**config.mk**
```make
export PLATFORM = sky130hd
export DESIGN_NAME = xbus_ctrl
export DESIGN_NICKNAME = d
export VERILOG_FILES = /design/src/rtl/xbus_pkg.sv /design/src/rtl/xbus_decode.sv /design/src/rtl/xbus_seq.sv /design/src/rtl/xbus_pinmux.sv /design/src/rtl/xbus_ctrl.sv
export SDC_FILE = /design/constraint.sdc
export NUM_CORES = 1
export LEC_CHECK = 0
export BUFFER_PORTS_ARGS = -buffer_cell sky130_fd_sc_hd__buf_2
export CORE_MARGIN = 4
export CORE_UTILIZATION = 30
export CTS_BUF_LIST = sky130_fd_sc_hd__clkbuf_16
export CTS_CLUSTER_SIZE = 12
export DETAILED_ROUTE_END_ITERATION = 10
export GPL_TIMING_DRIVEN = 0
export PLACE_DENSITY = 0.61
export RECOVER_POWER = 25
export SLEW_MARGIN = 20
export SYNTH_ARGS = -nofsm -noshare
export SYNTH_HDL_FRONTEND = slang
export SYNTH_SLANG_ARGS = --single-unit
export TNS_END_PERCENT = 30
```
**constraint.sdc**
```tcl
create_clock -name clk -period 1.3 [get_ports clk]
set_input_delay 0.065 -clock clk [delete_from_list [all_inputs] [get_ports clk]]
set_output_delay 0.065 -clock clk [all_outputs]
set_load 0.05 [all_outputs]
```
**src/rtl/xbus_pkg.sv**
```systemverilog
package xbus_pkg;

  typedef enum logic [2:0] {
    ST_IDLE,
    ST_ADDR,
    ST_HOLD,
    ST_DATA,
    ST_DONE
  } xbus_state_e;

  localparam int CTL_ALE = 0;
  localparam int CTL_RD  = 1;
  localparam int CTL_WR  = 2;
  localparam int NCTL    = 3;

endpackage

```
**src/rtl/xbus_decode.sv**
```systemverilog
module xbus_decode #(
  parameter int          AW      = 16,
  parameter logic [15:0] INT_TOP = 16'h10FF
) (
  input  logic [AW-1:0] addr,
  input  logic          en,
  output logic          ext_hit,
  output logic          unmapped
);

  localparam logic [AW-1:0] TOP_W = AW'(INT_TOP);

  always_comb begin
    ext_hit  = (addr > TOP_W);
    unmapped = ext_hit && !en;
  end

endmodule

```
**src/rtl/xbus_seq.sv**
```systemverilog
module xbus_seq
  import xbus_pkg::*;
#(
  parameter int AW   = 16,
  parameter int DW   = 8,
  parameter int WS_W = 2
) (
  input  logic            clk,
  input  logic            rst_n,
  input  logic            en,
  input  logic [WS_W-1:0] wait_cfg,
  input  logic            req_valid,
  output logic            req_ready,
  input  logic [AW-1:0]   req_addr,
  input  logic            req_we,
  input  logic [DW-1:0]   req_wdata,
  input  logic            ext_hit,
  output logic            rsp_valid,
  output logic [DW-1:0]   rsp_rdata,
  output logic            int_sel,
  output logic            int_we,
  output logic [AW-1:0]   int_addr,
  output logic [DW-1:0]   int_wdata,
  input  logic [DW-1:0]   int_rdata,
  input  logic [DW-1:0]   ad_in,
  output logic            bus_ale,
  output logic [DW-1:0]   bus_ad_drv,
  output logic            bus_ad_oe,
  output logic [AW-DW-1:0] bus_ah,
  output logic            bus_rd_n,
  output logic            bus_wr_n
);

  xbus_state_e       state_q;
  logic [AW-1:0]     addr_q;
  logic              we_q;
  logic [DW-1:0]     wdata_q;
  logic              ext_q;
  logic [WS_W-1:0]   wcnt_q;
  logic [DW-1:0]     rdata_q;

  always_ff @(posedge clk) begin
    if (!rst_n) begin
      state_q <= ST_IDLE;
      addr_q  <= '0;
      we_q    <= 1'b0;
      wdata_q <= '0;
      ext_q   <= 1'b0;
      wcnt_q  <= '0;
      rdata_q <= '0;
    end else begin
      case (state_q)
        ST_IDLE: begin
          if (req_valid) begin
            addr_q  <= req_addr;
            we_q    <= req_we;
            wdata_q <= req_wdata;
            ext_q   <= ext_hit && en;
            wcnt_q  <= (ext_hit && en) ? wait_cfg : '0;
            rdata_q <= '0;
            if (en)           state_q <= ST_ADDR;
            else if (ext_hit) state_q <= ST_DONE;
            else              state_q <= ST_DATA;
          end
        end
        ST_ADDR: state_q <= ST_HOLD;
        ST_HOLD: state_q <= ST_DATA;
        ST_DATA: begin
          if (wcnt_q == '0) begin
            if (!we_q) rdata_q <= ext_q ? ad_in : int_rdata;
            state_q <= ST_DONE;
          end else begin
            wcnt_q <= wcnt_q - 1'b1;
          end
        end
        ST_DONE: state_q <= ST_IDLE;
        default: state_q <= ST_IDLE;
      endcase
    end
  end

  always_comb begin
    req_ready  = (state_q == ST_IDLE);
    rsp_valid  = (state_q == ST_DONE);
    rsp_rdata  = rdata_q;
    int_sel    = (state_q == ST_DATA) && !ext_q;
    int_we     = we_q;
    int_addr   = addr_q;
    int_wdata  = wdata_q;
    bus_ale    = (state_q == ST_ADDR);
    bus_ah     = addr_q[AW-1:DW];
    bus_ad_drv = '0;
    bus_ad_oe  = 1'b0;
    bus_rd_n   = 1'b1;
    bus_wr_n   = 1'b1;
    case (state_q)
      ST_ADDR, ST_HOLD: begin
        bus_ad_drv = addr_q[DW-1:0];
        bus_ad_oe  = 1'b1;
      end
      ST_DATA: begin
        bus_ad_drv = wdata_q;
        bus_ad_oe  = we_q;
        bus_rd_n   = !(ext_q && !we_q);
        bus_wr_n   = !(ext_q && we_q);
      end
      default: ;
    endcase
  end

  a_r5_strobes_exclusive: assert property (@(posedge clk) disable iff (!rst_n)
    !(!bus_rd_n && !bus_wr_n));

  a_r4_addr_hold: assert property (@(posedge clk) disable iff (!rst_n)
    $fell(bus_ale) |-> (bus_ad_oe && bus_ad_drv == $past(bus_ad_drv)));

  a_r3_high_byte_stable: assert property (@(posedge clk) disable iff (!rst_n)
    bus_ale |=> $stable(bus_ah));

  a_r7_internal_quiet: assert property (@(posedge clk) disable iff (!rst_n)
    int_sel |-> (bus_rd_n && bus_wr_n));

  a_r11_busy_after_accept: assert property (@(posedge clk) disable iff (!rst_n)
    (req_valid && req_ready) |=> !req_ready);

  a_r11_single_response: assert property (@(posedge clk) disable iff (!rst_n)
    rsp_valid |=> (!rsp_valid && req_ready));

endmodule

```
**src/rtl/xbus_pinmux.sv**
```systemverilog
module xbus_pinmux #(
  parameter int NP = 19
) (
  input  logic          en,
  input  logic [NP-1:0] blk_o,
  input  logic [NP-1:0] blk_oe,
  input  logic [NP-1:0] gp_o,
  input  logic [NP-1:0] gp_oe,
  output logic [NP-1:0] pad_o,
  output logic [NP-1:0] pad_oe
);

  for (genvar gi = 0; gi < NP; gi++) begin : g_pin
    assign pad_o[gi]  = en ? blk_o[gi]  : gp_o[gi];
    assign pad_oe[gi] = en ? blk_oe[gi] : gp_oe[gi];
  end

endmodule

```
**src/rtl/xbus_ctrl.sv**
```systemverilog
module xbus_ctrl
  import xbus_pkg::*;
#(
  parameter int          AW      = 16,
  parameter int          DW      = 8,
  parameter int          WS_W    = 2,
  parameter logic [15:0] INT_TOP = 16'h10FF
) (
  input  logic             clk,
  input  logic             rst_n,
  input  logic             xm_en,
  input  logic [WS_W-1:0]  wait_cfg,
  input  logic             req_valid,
  output logic             req_ready,
  input  logic [AW-1:0]    req_addr,
  input  logic             req_we,
  input  logic [DW-1:0]    req_wdata,
  output logic             rsp_valid,
  output logic [DW-1:0]    rsp_rdata,
  output logic             int_sel,
  output logic             int_we,
  output logic [AW-1:0]    int_addr,
  output logic [DW-1:0]    int_wdata,
  input  logic [DW-1:0]    int_rdata,
  input  logic [DW-1:0]    gpio_ad_o,
  input  logic [DW-1:0]    gpio_ad_oe,
  input  logic [AW-DW-1:0] gpio_ah_o,
  input  logic [AW-DW-1:0] gpio_ah_oe,
  input  logic [NCTL-1:0]  gpio_ctl_o,
  input  logic [NCTL-1:0]  gpio_ctl_oe,
  output logic [DW-1:0]    pad_ad_o,
  output logic [DW-1:0]    pad_ad_oe,
  input  logic [DW-1:0]    pad_ad_i,
  output logic [AW-DW-1:0] pad_ah_o,
  output logic [AW-DW-1:0] pad_ah_oe,
  output logic [NCTL-1:0]  pad_ctl_o,
  output logic [NCTL-1:0]  pad_ctl_oe
);

  localparam int HW = AW - DW;
  localparam int NP = DW + HW + NCTL;

  logic          ext_hit, unmapped;
  logic          bus_ale, bus_ad_oe, bus_rd_n, bus_wr_n;
  logic [DW-1:0] bus_ad_drv;
  logic [HW-1:0] bus_ah;
  logic [NCTL-1:0] ctl_blk;
  logic [NP-1:0] blk_o, blk_oe, gp_o, gp_oe, mux_o, mux_oe;

  xbus_decode #(.AW(AW), .INT_TOP(INT_TOP)) u_decode (
    .addr     (req_addr),
    .en       (xm_en),
    .ext_hit  (ext_hit),
    .unmapped (unmapped)
  );

  xbus_seq #(.AW(AW), .DW(DW), .WS_W(WS_W)) u_seq (
    .clk        (clk),
    .rst_n      (rst_n),
    .en         (xm_en),
    .wait_cfg   (wait_cfg),
    .req_valid  (req_valid),
    .req_ready  (req_ready),
    .req_addr   (req_addr),
    .req_we     (req_we),
    .req_wdata  (req_wdata),
    .ext_hit    (ext_hit),
    .rsp_valid  (rsp_valid),
    .rsp_rdata  (rsp_rdata),
    .int_sel    (int_sel),
    .int_we     (int_we),
    .int_addr   (int_addr),
    .int_wdata  (int_wdata),
    .int_rdata  (int_rdata),
    .ad_in      (pad_ad_i),
    .bus_ale    (bus_ale),
    .bus_ad_drv (bus_ad_drv),
    .bus_ad_oe  (bus_ad_oe),
    .bus_ah     (bus_ah),
    .bus_rd_n   (bus_rd_n),
    .bus_wr_n   (bus_wr_n)
  );

  always_comb begin
    ctl_blk          = '1;
    ctl_blk[CTL_ALE] = bus_ale;
    ctl_blk[CTL_RD]  = bus_rd_n;
    ctl_blk[CTL_WR]  = bus_wr_n;
    blk_o  = {ctl_blk, bus_ah, bus_ad_drv};
    blk_oe = {{NCTL{1'b1}}, {HW{1'b1}}, {DW{bus_ad_oe}}};
    gp_o   = {gpio_ctl_o, gpio_ah_o, gpio_ad_o};
    gp_oe  = {gpio_ctl_oe, gpio_ah_oe, gpio_ad_oe};
  end

  xbus_pinmux #(.NP(NP)) u_pinmux (
    .en     (xm_en),
    .blk_o  (blk_o),
    .blk_oe (blk_oe),
    .gp_o   (gp_o),
    .gp_oe  (gp_oe),
    .pad_o  (mux_o),
    .pad_oe (mux_oe)
  );

  always_comb begin
    pad_ad_o   = mux_o[DW-1:0];
    pad_ad_oe  = mux_oe[DW-1:0];
    pad_ah_o   = mux_o[DW+HW-1:DW];
    pad_ah_oe  = mux_oe[DW+HW-1:DW];
    pad_ctl_o  = mux_o[NP-1:DW+HW];
    pad_ctl_oe = mux_oe[NP-1:DW+HW];
  end

  a_r10_unmapped_skips_internal: assert property (@(posedge clk) disable iff (!rst_n)
    (req_valid && req_ready && unmapped) |=> (!int_sel && rsp_valid && rsp_rdata == '0));

  a_r9_enabled_owns_control: assert property (@(posedge clk) disable iff (!rst_n)
    xm_en |-> (pad_ctl_oe == '1 && pad_ah_oe == '1));

endmodule

```
# Yosys cells after proc, flatten, opt, wreduce, memory -nomap -nowiden
# Cells that the tools add are included.
[totals] register_bits=39 output_inout_bits=74
[classes] addsub=1 order_cmp=1 eq_ne=8 mux=56 n_reduce_logical=16
[op_table] operator="$mux 1" count=40
[op_table] operator="$mux 8" count=4
[op_table] operator="$pmux 8 s2" count=2
[op_table] operator="$gt 16x13->1 const B" count=1
[op_table] operator="$mux 3" count=4
[op_table] operator="$pmux 3 s4" count=1
[op_table] operator="$eq 3x2->1 const B" count=2
[op_table] operator="$mux 2" count=3
[op_table] operator="$ne 2x2->1 const B" count=3
[op_table] operator="$logic_and 1x1->1" count=4
[op_table] operator="$logic_not 1->1" count=4
[op_table] operator="$pmux 2 s2" count=1
[op_table] operator="$reduce_and 2->1" count=2
[op_table] operator="$reduce_and 4->1" count=1
[op_table] operator="$eq 3x1->1 const B" count=1
[op_table] operator="$eq 3x3->1 const B" count=1
[op_table] operator="$logic_not 3->1" count=1
[op_table] operator="$reduce_and 3->1" count=1
[op_table] operator="$logic_not 2->1" count=1
[op_table] operator="$ne 2x1->1 const B" count=1
[op_table] operator="$pmux 1 s2" count=1
[op_table] operator="$reduce_bool 2->1" count=1
[op_table] operator="$reduce_or 2->1" count=1
[op_table] operator="$sub 2x1->2 const B" count=1

# Longest topological paths before layout
[logic_depth] depth_word=5 depth_mapped=7 ltp_nobuf=6

# Hierarchy
# From an unflattened synthesis, not the netlist that was laid out.
[hier_totals] cells_unflattened=284 hier_area_um2=2537.4
[by_module_without_submodules] mod="xbus_seq" instances=1 cells_per_inst=237 area_each_um2=1961.9
[by_module_without_submodules] mod="xbus_pinmux" instances=1 cells_per_inst=42 area_each_um2=541.8
[by_module_without_submodules] mod="xbus_decode" instances=1 cells_per_inst=4 area_each_um2=30.0
[by_module_without_submodules] mod="xbus_ctrl" instances=1 cells_per_inst=1 area_each_um2=3.8

# Worst setup path after synthesis
# Ideal clock, no wire load.
[synth_timing] path_kind="register to register" from="reg u_seq.state_q[2]" to="reg u_seq.addr_q[0], in the netlist u_seq.int_addr[0]" setup_ns=0.117 t_arrival_ns=1.824 t_required_ns=1.183 slack_ns=-0.641 stages_incl_launch_ff=7 path_buffers=2 path_cell_list="dfxtp_1 > buf_4 > nor3_2 > nand2_1 > buf_2 > nand2_1 > a21boi_1"
[synth_between] elab_chain_cells=2
[synth_rtl] element="start: declaration" line_no="xbus_seq.sv:34" text="xbus_state_e state_q;"
[synth_rtl] element="start signal: assignment" line_no="xbus_seq.sv:44" text="state_q <= ST_IDLE;"
[synth_rtl] element="start signal: assignment" line_no="xbus_seq.sv:61" text="if (en) state_q <= ST_ADDR;"
[synth_rtl] element="start signal: assignment" line_no="xbus_seq.sv:62" text="else if (ext_hit) state_q <= ST_DONE;"
[synth_rtl] element="$logic_not 3->1"
[synth_rtl] element="net req_ready" line_no="xbus_ctrl.sv:14" text="output logic req_ready,"
[synth_rtl] element="$reduce_and 2->1 (no source line)"
[synth_rtl] element="end signal: assignment" line_no="xbus_seq.sv:55" text="addr_q <= req_addr;"
[synth_rtl] element="end: declaration" line_no="xbus_seq.sv:35" text="logic [AW-1:0] addr_q;"
# The timed path passes the listed nets, and every way through them passes these cells.
# A chain may end at the register's enable or synchronous reset.

# Worst setup path after layout
[layout_timing] from="reg u_seq.state_q[2]" to="out pad_ad_o[0]"
[layout_between] elab_chain_cells=4 word_cells_on_any_way=6 classes_between="eq/ne (3); mux (2); reduce/logical (1)"
[layout_rtl] element="$eq 3x1->1 / $eq 3x2->1 (equally long branches)" line_no="xbus_seq.sv:96" text="case (state_q)"
[layout_rtl] element="$reduce_or 2->1" line_no="xbus_seq.sv:96"
[layout_rtl] element="$pmux 8 s2 (*)" line_no="xbus_seq.sv:96"
[layout_rtl] element="$mux 1 (*)" line_no="xbus_pinmux.sv:14" text="assign pad_o[gi] = en ? blk_o[gi] : gp_o[gi];"
[layout_rtl] element="end: declaration" line_no="xbus_ctrl.sv:31" text="output logic [DW-1:0] pad_ad_o,"
# Mark *: on every way between the ends. The rest lies on a longest branch, timed or not.

==> out/qor.yml <==
sta:
  period_share: 1.30
  rsz0062_at_grt: "true"
  max_freq_ghz: 0.593
  finalSetupViolCount: 58
  worst_pin_slew_ns: 0.789
  fin_ws_ns: -0.385
  finalClockSkew_ns: 0.00567
  tns_ns: -14.00
  relSlewSlack: 0.474
  slew_viol_final: 0
  fin_crit_ns: 1.69
  whs_ns: 0.0204
  hold_violations: 0
power_and_ir_drop:
  power_density_nw_per_um2: 1140
  power_uw: 4330
  p_leak_uw: 0.00176
  ir_worst_vdd_uv: 516
critical_path:
  critPathKind: "reg -> out"
  critPathTopFamily: "buffers and inverters"
  crit_chain: "buf_6 > and3b_2 > buf_12 > a221oi_2 > nor2_2 > buf_6"
  cp_slowest_cell: "dfxtp_2"
  crit_fanout: 10
  worst_setup_path_start_kind: "flip-flop"
  endpoint_kind: "output port"
  arrival_ns: 1.62
  required_ns: 1.24
  worst-path-stages: 6
  reg2reg_depth: 7
  cpPeakStageDelay_ns: 0.34
  timing.critical_path.buf_inv: 3
  cp_common_cell: "buf_6"
finish:
  fill_cells: 728
  final_common_cell: "buf_2"
  multiInputGateArea_um2: 1510
  final_nets: 539
  layout_common_cells: "buf_2, nand2_1, dfxtp_1"
  ff_latch_area_um2: 786
  area_growth_pct: 71.9
  antenna_cells: 0
  drive_above_1_share: 0.547
clock_tree:
  cts_max_level: 2
  postCtsHoldBufs: 0
  cts_sinks: 39
  cts_made_buffers: 5
  clkTransAtPathRegs_ns: 0.06
  clk_latency_ns: 0.28
  clockBufferDepth: 2
  cts_root_buf: "clkbuf_16"
  tritoncts: "done"
global_route:
  grt_max_degree: 12
  antenna_found_initial: 0
  grt_overflow: 0
  grt_pass1_vias: 2572
  grt_first_pass_wirelength_um: 12200
  grt_util_all_layers: 0.176
synthesis:
  synth-edff-count: 0
  synth_cells: 281
  ys_seq_area_frac: 0.354
  synthesis.area_um2: 2210
  syn_area_per_cell_um2: 7.85
  synth_ff_type: "dfxtp_1"
  ys_types: 41
  synth_nets: 367
  ys_ff_latch: 39
  synthArstFlopShare: 0
  yosys_warnings: 0
detailed_routing:
  vias: 2601
  antenna_left: 0
  drt_wl_total_um: 7950
  drt-wirelength-per-cell_um: 14.4
  via_per_inst: 4.71
  drt-pass1-iter-count: 4
  drtIter0Drc: 68
  drc: 0
floorplan:
  pin_count: 159
  die_w_um: 93.8
  initial_utilization: 0.306
  coreArea_um2: 7210
  fp.dieH_um: 93.8
  fp-row-count: 31
  dieArea_um2: 8790
worst_hold_path:
  whs_path_depth: 3
  min_path_type: "in -> reg"
place:
  gp_congestion: 0.781
  dp_slack_ns: -0.427
  io_buffers: 156
  dp_hpwl_um: 6040
run_status:
  violations: "setup timing"
  status: "finished with violations"
job:
  drv_cap: 0
-- cell type report --
class	instances	area share
plain buffers	21	0.0432
clock buffers	5	0.0330
clock inverters	2	0.00890
inverters	14	0.0138
multi-input cells	207	0.398
flip-flops and latches	39	0.207
well taps	99	0.0326
repair buffers	165	0.264
-- routing by layer --
metal,vias to the layer above,routed length (um),track usage,part of all wire
li1,1306,-,-,-
met1,1182,3290,0.210,0.41
met2,101,3970,0.315,0.50
met3,12,542,0.0329,0.068
met4,0,144,0.0542,0.018
met5,-,0,0,0
-- power by group --
group          total, uW  leakage, uW  switching (uW)  internal [uW]
Clock               1340    0.0000811             454            887
Combinational       1630      0.00136            1040            595
Sequential          1360     0.000320            83.4           1270
Total               4330      0.00176            1580           2750
-- cell usage after synthesis (2+ instances only) --
cell       n  area [um2]
a21oi_1    6        30.0
nand2_1   56         210
a41oi_1    3        26.3
clkbuf_1   7        26.3
and2_1     2        12.5
inv_1     13        48.8
a21boi_1  25         188
buf_4      4        30.0
nor3_1     4        20.0
a22oi_1    8        60.1
mux2_2    16         180
o21ai_1    8        40.0
nor2_1    26        97.6
dfxtp_1   39         781
nor2b_1   11        68.8
buf_2      9        45.0
o22ai_1    2        12.5
or3b_1     2        17.5
a221oi_1   8        70.1
or2_2     11        68.8
-- tightest hold or removal path, delay by kind of cell --
family,cells,cell delay [ns]
buffers and inverters,1,0.09
AO/OA/AOI/OAI,1,0.05
AND/OR/NAND/NOR,1,0.05
-- worst paths after layout --
kind,end,slack [ns],start
hold reg to reg,u_seq.int_addr[12]$_SDFFE_PN0P_,0.47,u_seq.int_addr[12]$_SDFFE_PN0P_
setup reg to reg,u_seq.ext_q$_SDFFE_PN0P_,-0.30,u_seq.state_q[1]$_SDFFE_PN0P_
setup / recovery,pad_ad_o[0],-0.39,u_seq.state_q[2]$_SDFFE_PN0P_
hold / removal,u_seq.int_addr[2]$_SDFFE_PN0P_,0.02,req_addr[2]
-- metrics by stage --
stage                     std cells  utilization  instance area, um2
after floorplan                 281            -                2310
final                           552        0.526                3790
after global placement          536        0.445                3210
after detailed placement        536        0.445                3210
after CTS                       549        0.516                3720
after global routing            552        0.526                3790
-- state kept, by name, indices dropped and copies added (netlist names) --
signal / count
u_seq.int_addr: 16
u_seq.int_wdata: 8
u_seq.rsp_rdata: 8
u_seq.state_q: 3
u_seq.wcnt_q: 2
u_seq.ext_q: 1
u_seq.int_we: 1
-- cell families (layout without fill, tap and decap cells) --
group	Yosys count	count (layout)	share of synthesized area
xor gates and xnor gates	1	1	0.00397
buffers and inverters	35	207	0.0714
adders and majority gates	1	1	0.00567
and+or+nand+nor	120	120	0.256
DFF	39	39	0.354
AOI/OAI and AO/OA	69	69	0.228
muxes	16	16	0.0816
-- repair_timing --
item | in CTS | in global routing
pin swaps | 8 | 6
setup buffers | 6 | 4
setup endpoints to repair | 53 | 59
resized for setup | 73 | 11
Note: power is estimated with default switching activity, not from simulation.
